### src/rtl/lmfc_pkg.sv
package lmfc_pkg;
    typedef enum logic [1:0] {
        SR_IDLE   = 2'd0,
        SR_ARMED  = 2'd1,
        SR_LOCKED = 2'd2
    } sr_state_e;
endpackage

### src/rtl/lmfc_sysref_sync.sv
module lmfc_sysref_sync #(
    parameter int STAGES = 2
) (
    input  logic clk,
    input  logic rst_n,
    input  logic async_in,
    output logic rise
);
    logic [STAGES-1:0] chain_q;
    logic              prev_q;

    genvar g;
    generate
        for (g = 0; g < STAGES; g++) begin : g_stage
            always_ff @(posedge clk) begin
                if (!rst_n) begin
                    chain_q[g] <= 1'b0;
                end else begin
                    chain_q[g] <= (g == 0) ? async_in : chain_q[(g == 0) ? 0 : g-1];
                end
            end
        end
    endgenerate

    always_ff @(posedge clk) begin
        if (!rst_n) begin
            prev_q <= 1'b0;
        end else begin
            prev_q <= chain_q[STAGES-1];
        end
    end

    assign rise = chain_q[STAGES-1] & ~prev_q;
endmodule

### src/rtl/lmfc_counter.sv
module lmfc_counter #(
    parameter int CW = 9
) (
    input  logic          clk,
    input  logic          rst_n,
    input  logic [CW-1:0] limit,
    input  logic          load_zero,
    output logic [CW-1:0] count,
    output logic          boundary
);
    logic [CW-1:0] cnt_q;

    always_ff @(posedge clk) begin
        if (!rst_n) begin
            cnt_q <= '0;
        end else if (load_zero || cnt_q >= limit) begin
            cnt_q <= '0;
        end else begin
            cnt_q <= cnt_q + 1'b1;
        end
    end

    assign count    = cnt_q;
    assign boundary = (cnt_q == '0);
endmodule

### src/rtl/lmfc_capture_fsm.sv
module lmfc_capture_fsm
    import lmfc_pkg::*;
(
    input  logic clk,
    input  logic rst_n,
    input  logic sampler_off,
    input  logic edge_seen,
    output logic captured
);
    sr_state_e state_q, state_d;

    always_ff @(posedge clk) begin
        if (!rst_n) begin
            state_q <= SR_IDLE;
        end else begin
            state_q <= state_d;
        end
    end

    always_comb begin
        state_d = state_q;
        unique case (state_q)
            SR_IDLE: begin
                if (!sampler_off) begin
                    state_d = edge_seen ? SR_LOCKED : SR_ARMED;
                end
            end
            SR_ARMED: begin
                if (sampler_off) begin
                    state_d = SR_IDLE;
                end else if (edge_seen) begin
                    state_d = SR_LOCKED;
                end
            end
            SR_LOCKED: begin
                if (sampler_off) begin
                    state_d = SR_IDLE;
                end
            end
            default: state_d = SR_IDLE;
        endcase
    end

    always_comb begin
        captured = (state_q == SR_LOCKED);
    end
endmodule

### src/rtl/lmfc_align_top.sv
module lmfc_align_top #(
    parameter int DATA_W      = 32,
    parameter int PER_LSB     = 23,
    parameter int PER_W       = 9,
    parameter int OFF_BIT     = 6,
    parameter int REQ_BIT     = 30,
    parameter int DEF_DIV     = 20,
    parameter int SYNC_STAGES = 2
) (
    input  logic              clk,
    input  logic              rst_n,
    input  logic              sysref_in,
    input  logic              reg_wr,
    input  logic              reg_sel,
    input  logic [DATA_W-1:0] reg_wdata,
    output logic              lmfc_pulse,
    output logic              sync_captured,
    output logic              sysref_req
);
    localparam logic [PER_W-1:0] RST_LIM = PER_W'(DEF_DIV - 1);

    logic [PER_W-1:0] period_lim;
    logic             sampler_off;
    logic             sysref_rise;
    logic [PER_W-1:0] lmfc_cnt;
    logic             req_q;

    // capture-control register
    always_ff @(posedge clk) begin
        if (!rst_n) begin
            period_lim  <= RST_LIM;
            sampler_off <= 1'b1;
        end else if (reg_wr && !reg_sel) begin
            period_lim  <= reg_wdata[PER_LSB +: PER_W];
            sampler_off <= reg_wdata[OFF_BIT];
        end
    end

    // sync-control request bit, self-clearing
    always_ff @(posedge clk) begin
        if (!rst_n) begin
            req_q <= 1'b0;
        end else begin
            req_q <= reg_wr && reg_sel && reg_wdata[REQ_BIT];
        end
    end

    lmfc_sysref_sync #(.STAGES(SYNC_STAGES)) u_sync (
        .clk      (clk),
        .rst_n    (rst_n),
        .async_in (sysref_in),
        .rise     (sysref_rise)
    );

    lmfc_counter #(.CW(PER_W)) u_cnt (
        .clk       (clk),
        .rst_n     (rst_n),
        .limit     (period_lim),
        .load_zero (sysref_rise && !sampler_off),
        .count     (lmfc_cnt),
        .boundary  (lmfc_pulse)
    );

    lmfc_capture_fsm u_fsm (
        .clk         (clk),
        .rst_n       (rst_n),
        .sampler_off (sampler_off),
        .edge_seen   (sysref_rise),
        .captured    (sync_captured)
    );

    assign sysref_req = req_q;
endmodule

### config.mk
export PLATFORM = sky130hd
export DESIGN_NAME = lmfc_align_top
export DESIGN_NICKNAME = d
export VERILOG_FILES = /design/src/rtl/lmfc_pkg.sv /design/src/rtl/lmfc_sysref_sync.sv /design/src/rtl/lmfc_counter.sv /design/src/rtl/lmfc_capture_fsm.sv /design/src/rtl/lmfc_align_top.sv
export SDC_FILE = /design/constraint.sdc
export NUM_CORES = 1
export LEC_CHECK = 0
export ABC_AREA = 1
export BUFFER_PORTS_ARGS = -buffer_cell sky130_fd_sc_hd__buf_4
export CORE_ASPECT_RATIO = 0.9
export CORE_MARGIN = 4
export CORE_UTILIZATION = 35
export CTS_BUF_LIST = sky130_fd_sc_hd__clkbuf_8 sky130_fd_sc_hd__clkbuf_16
export CTS_CLUSTER_SIZE = 25
export DETAILED_ROUTE_END_ITERATION = 8
export GPL_TIMING_DRIVEN = 0
export PLACE_DENSITY_LB_ADDON = 0.05
export RECOVER_POWER = 50
export SLEW_MARGIN = 15
export SYNTH_ARGS = -nofsm -noshare
export SYNTH_HDL_FRONTEND = slang
export SYNTH_SLANG_ARGS = --single-unit
### constraint.sdc
create_clock -name clk -period 3.85 [get_ports clk]
set_input_delay 0.1925 -clock clk [delete_from_list [all_inputs] [get_ports clk]]
set_output_delay 0.1925 -clock clk [all_outputs]
set_load 0.05 [all_outputs]
Yosys cells after proc, flatten, opt, wreduce, memory -nomap -nowiden
Cells that the tools add are included.

word-level totals
  output and inout port bits = 3
  bits of input ports = 37
  flip-flop bits (word level) = 25
  logic and storage cells = 35

cells by class
  eq/ne operators = 5
  magnitude comparators = 1
  reductions and logical operators = 11
  mux-type cells = 6
  bitwise operators = 3
  add/sub/neg operators = 1

operators by type and width
  operator               number
  $mux W2                5
  $add A9 B1 Y9 const B  1
  $ge A9 B9 Y1           1
  $logic_not A9 Y1       1
  $pmux W2 S3            1
  $logic_and A1 B1 Y1    4
  $ne A3 B3 Y1 const B   1
  $reduce_and A3 Y1      1
  $eq A2 B1 Y1 const B   1
  $eq A2 B2 Y1 const B   1
  $logic_not A1 Y1       2
  $logic_not A2 Y1       1
  $ne A2 B1 Y1 const B   1
  $ne A2 B2 Y1 const B   1
  $not A1 Y1             2
  $reduce_or A2 Y1       1
  $and A1 B1 Y1          1
  $logic_or A1 B1 Y1     1

Logic depth before layout (Yosys ltp)
  word-level depth = 5
  gate-level depth with buffers = 9
  depth with buffers taken out = 9

Hierarchy
Synthesis repeated with hierarchy kept, for this count alone.

second synthesis, totals
  cells, all modules = 192
  area total of the unflattened synthesis = 1410.1 um2

by module, submodules not included
  module            area each (um2)  cells each  sequential area each (um2)  times used
  lmfc_counter      701.9            104         180.2                       1
  lmfc_align_top    513.0            64          220.2                       1
  lmfc_capture_fsm  102.6            13          40.0                        1
  lmfc_sysref_sync  92.6             11          60.1                        1

Worst setup path before layout
No wires, ideal clock.

  kind = register to output
  start point = reg u_cnt.cnt_q[6], in the netlist u_cnt.count[6]
  end point = out lmfc_pulse
  data arrival time = 1701 ps
  path buffers = 0
  stages on the path, launching flop included = 6
  slack = 1957 ps
  data required time = 3658 ps
  cell sequence = dfxtp_1 inv_1 nand2_1 nor3_1 nand3_1 nor3_1

on the way
  longest elaborated chain between the ends = 1

ends and longest elaborated chain
  what                    line                  text
  from (decl)             lmfc_counter.sv:11    logic [CW-1:0] cnt_q;
  from (signal assigned)  lmfc_counter.sv:19    cnt_q <= cnt_q + 1'b1;
  $logic_not A9 Y1        lmfc_counter.sv:24    assign boundary = (cnt_q == '0);
  to (decl)               lmfc_align_top.sv:16  output logic lmfc_pulse,

Every way passes these cells.

Final worst setup path
Ends and elaborated chain as after synthesis.

==> out/metrics.yaml <==
finish:
  syn_to_final_growth_pct: 17.7
  nets: 226
  layout_common_cells: "nand2_1 (30), inv_1 (28), dfxtp_1 (25), nor2_1 (19), buf_4 (15)"
  diodes: 0
  layout_commonest_cell: "nand2_1"
  fill_cells: 343
  final_util_pct: 44.3
  drive_gt1_share_pct: 11.3
clocking:
  cts_tree: "yes"
  cts_num_sinks: 25
  clk_pin_slew_worst_paths_ns: 0.08
  htreeDepth: 1
  clk_latency_ns: 0.26
  cts_resized: 0
  root_buffer: "clkbuf_8"
  cts_buffer_depth: 2
  cts_buffers: 3
  cts_setup_buffers: 0
  hold_buffers: 0
yosys:
  synthCells: 156
  synth_seq_cells: 25
  synth_area_um2: 1180
  synth_top_area_share_pct: 42.4
  synth_largest_area_cell: "dfxtp_1"
  ys_seq_area_share_pct: 42.4
  synth_cell_type_count: 19
  synthTopCellsByArea: "dfxtp_1 (42%), ha_1 (12%), nand2_1 (9.5%)"
  syn_avg_cell_area_um2: 7.57
  syn_nets: 204
  yosys_warnings: 0
floorplan:
  start_util_pct: 37.6
  rows: 19
  pin_count: 40
  die_w_um: 69.2
  dieArea_um2: 4370
  core_area_um2: 3140
  die_y_um: 63.1
timing:
  period_minus_slack_ns: 1.61
  max-slew-margin-rel_pct: 70.3
  max_freq_ghz: 0.622
  hold_viol: 0
  tightestPinTransition_ns: 0.446
  setup_violations: 0
  slew_viol_final: 0
  setup_tns_ns: 0
  period_share_pct: 41.7
  finClkSkew_ns: 0.00311
  grt_setup_unrepaired: "no"
setup_path:
  crit_buf_inv: 2
  worstRegToRegCells: 8
  slowest_stage: "dfxtp_1"
  startpoint_type: "flop"
  crit_fanout: 4
  crit_type: "flop to primary output"
  cpMostUsedCell: "nor3_1"
  r2r_setup_slack_ns: 2.42
  cp_slowest_stage_delay_ns: 0.35
  cp.depth: 6
  endpoint_kind: "primary output"
  crit_required_ns: 3.66
  cp_cell_sequence: "inv_1 > nand2_1 > nor3_1 > nand3_1 > nor3_1 > buf_4"
  reg2reg_to: "u_cnt.count[6]"
  cp.arrival_ns: 1.41
  r2r-start: "u_cnt.count[2]"
  cp_top_family: "simple AND/OR/NAND/NOR gates"
placement:
  place.gp.congestion: 0.785
  place_hpwl_um: 1790
  port_buffers: 17
global_routing:
  grt_max_degree: 14
  grt_pass1_vias: 908
  grt_use_total_pct: 10.9
  antenna_found_initial: 0
  grt_pass1_wl_um: 3860
  grt-ovfl-total: 0
power_and_ir_drop:
  ir_drop_v: 0.000205
  p_per_area_nw_per_um2: 361
  p_leak_nw: 0.666
  power_w: 0.000502
detailed_routing:
  drcViolationCount: 0
  antenna_left: 0
  drt_first_pass_iters: 4
  via_per_inst: 4.45
  vias: 974
  drt_first_iter_violations: 23
  routedWlPerCell_um: 10.3
  wl_um: 2270
worst_hold_path:
  hold_path_depth: 3
  hold_start: "sysref_in"
  worst_hold_path.endpoint: "u_sync.chain_q[0]"
  hp-class: "input pin to flop"
job:
  maxCapViolCount: 0
status:
  status: "finished clean"
==> state kept, by name (all words and copies together) (netlist names) <==
register / count
sysref_req: 1
u_sync.prev_q: 1
u_sync.chain_q: 2
u_cnt.count: 9
u_fsm.state_q: 2
sampler_off: 1
period_lim: 9
==> stage by stage <==
stage               setup slack, ns  std cells  hold WS [ns]  cell area (µm²)
finish                         2.24        219         0.113             1390
global route                   2.12        219         0.123             1390
CTS                            2.21        219         0.101             1410
detailed placement             2.43        215         0.388             1360
global placement               2.47        215         0.375             1360
floorplan                      1.96        156         0.290             1180
==> cell usage after synthesis (all sizes together) <==
cell type  count
a21oi         10
buf            1
clkbuf         1
dfxtp         25
ha            11
inv           27
nand2         31
nand3          8
nand4          1
nor2          19
nor3           8
o211ai         2
o21ai          7
xnor2          2
xor2           3
==> cell type report <==
cell class	count	area [µm²]	share of cell area [%]
plain buffers	2	7.51	0.540
clock buffers	3	41.3	2.97
clock inverters	1	3.75	0.270
inverters	27	101	7.29
multi-input cells	102	563	40.5
flip-flops and latches	25	500	36.0
well taps	42	52.6	3.78
repair buffers	17	120	8.64
==> per-layer routing <==
metal | track usage, % | share of wire (%)
met5 | 0 | 0
met2 | 18.3 | 47
met3 | 3.97 | 3.7
met1 | 12.6 | 48
met4 | 3.90 | 0.75
==> how the worst max path moves through the flow <==
stage                              start        endpoint
after floorplan           u_cnt.count[6]      lmfc_pulse
after global placement    u_cnt.count[2]  u_cnt.count[6]
after detailed placement  u_cnt.count[2]  u_cnt.count[7]
after CTS                 u_cnt.count[6]      lmfc_pulse
after global routing      u_cnt.count[6]      lmfc_pulse
final                     u_cnt.count[6]      lmfc_pulse
==> cell families after synthesis <==
kind of cell	synth area share, %
and+or+nand+nor	24.5
DFF	42.4
buffers and inverters	9.32
xor gates and xnor gates	3.71
AOI/OAI and AO/OA	8.47
adders and majority gates	11.7
==> worst min-delay path: stages <==
cell and delay (ns):
buf_4 0.08, nand2_1 0.04, inv_1 0.04
==> power by group <==
| part | internal, W | switching (W) |
|---|---|---|
| registers | 0.000271 | 0.00000717 |
| clock network | 0.0000713 | 0.0000794 |
| logic | 0.0000304 | 0.0000425 |
Power figures use the tool's default switching activity.
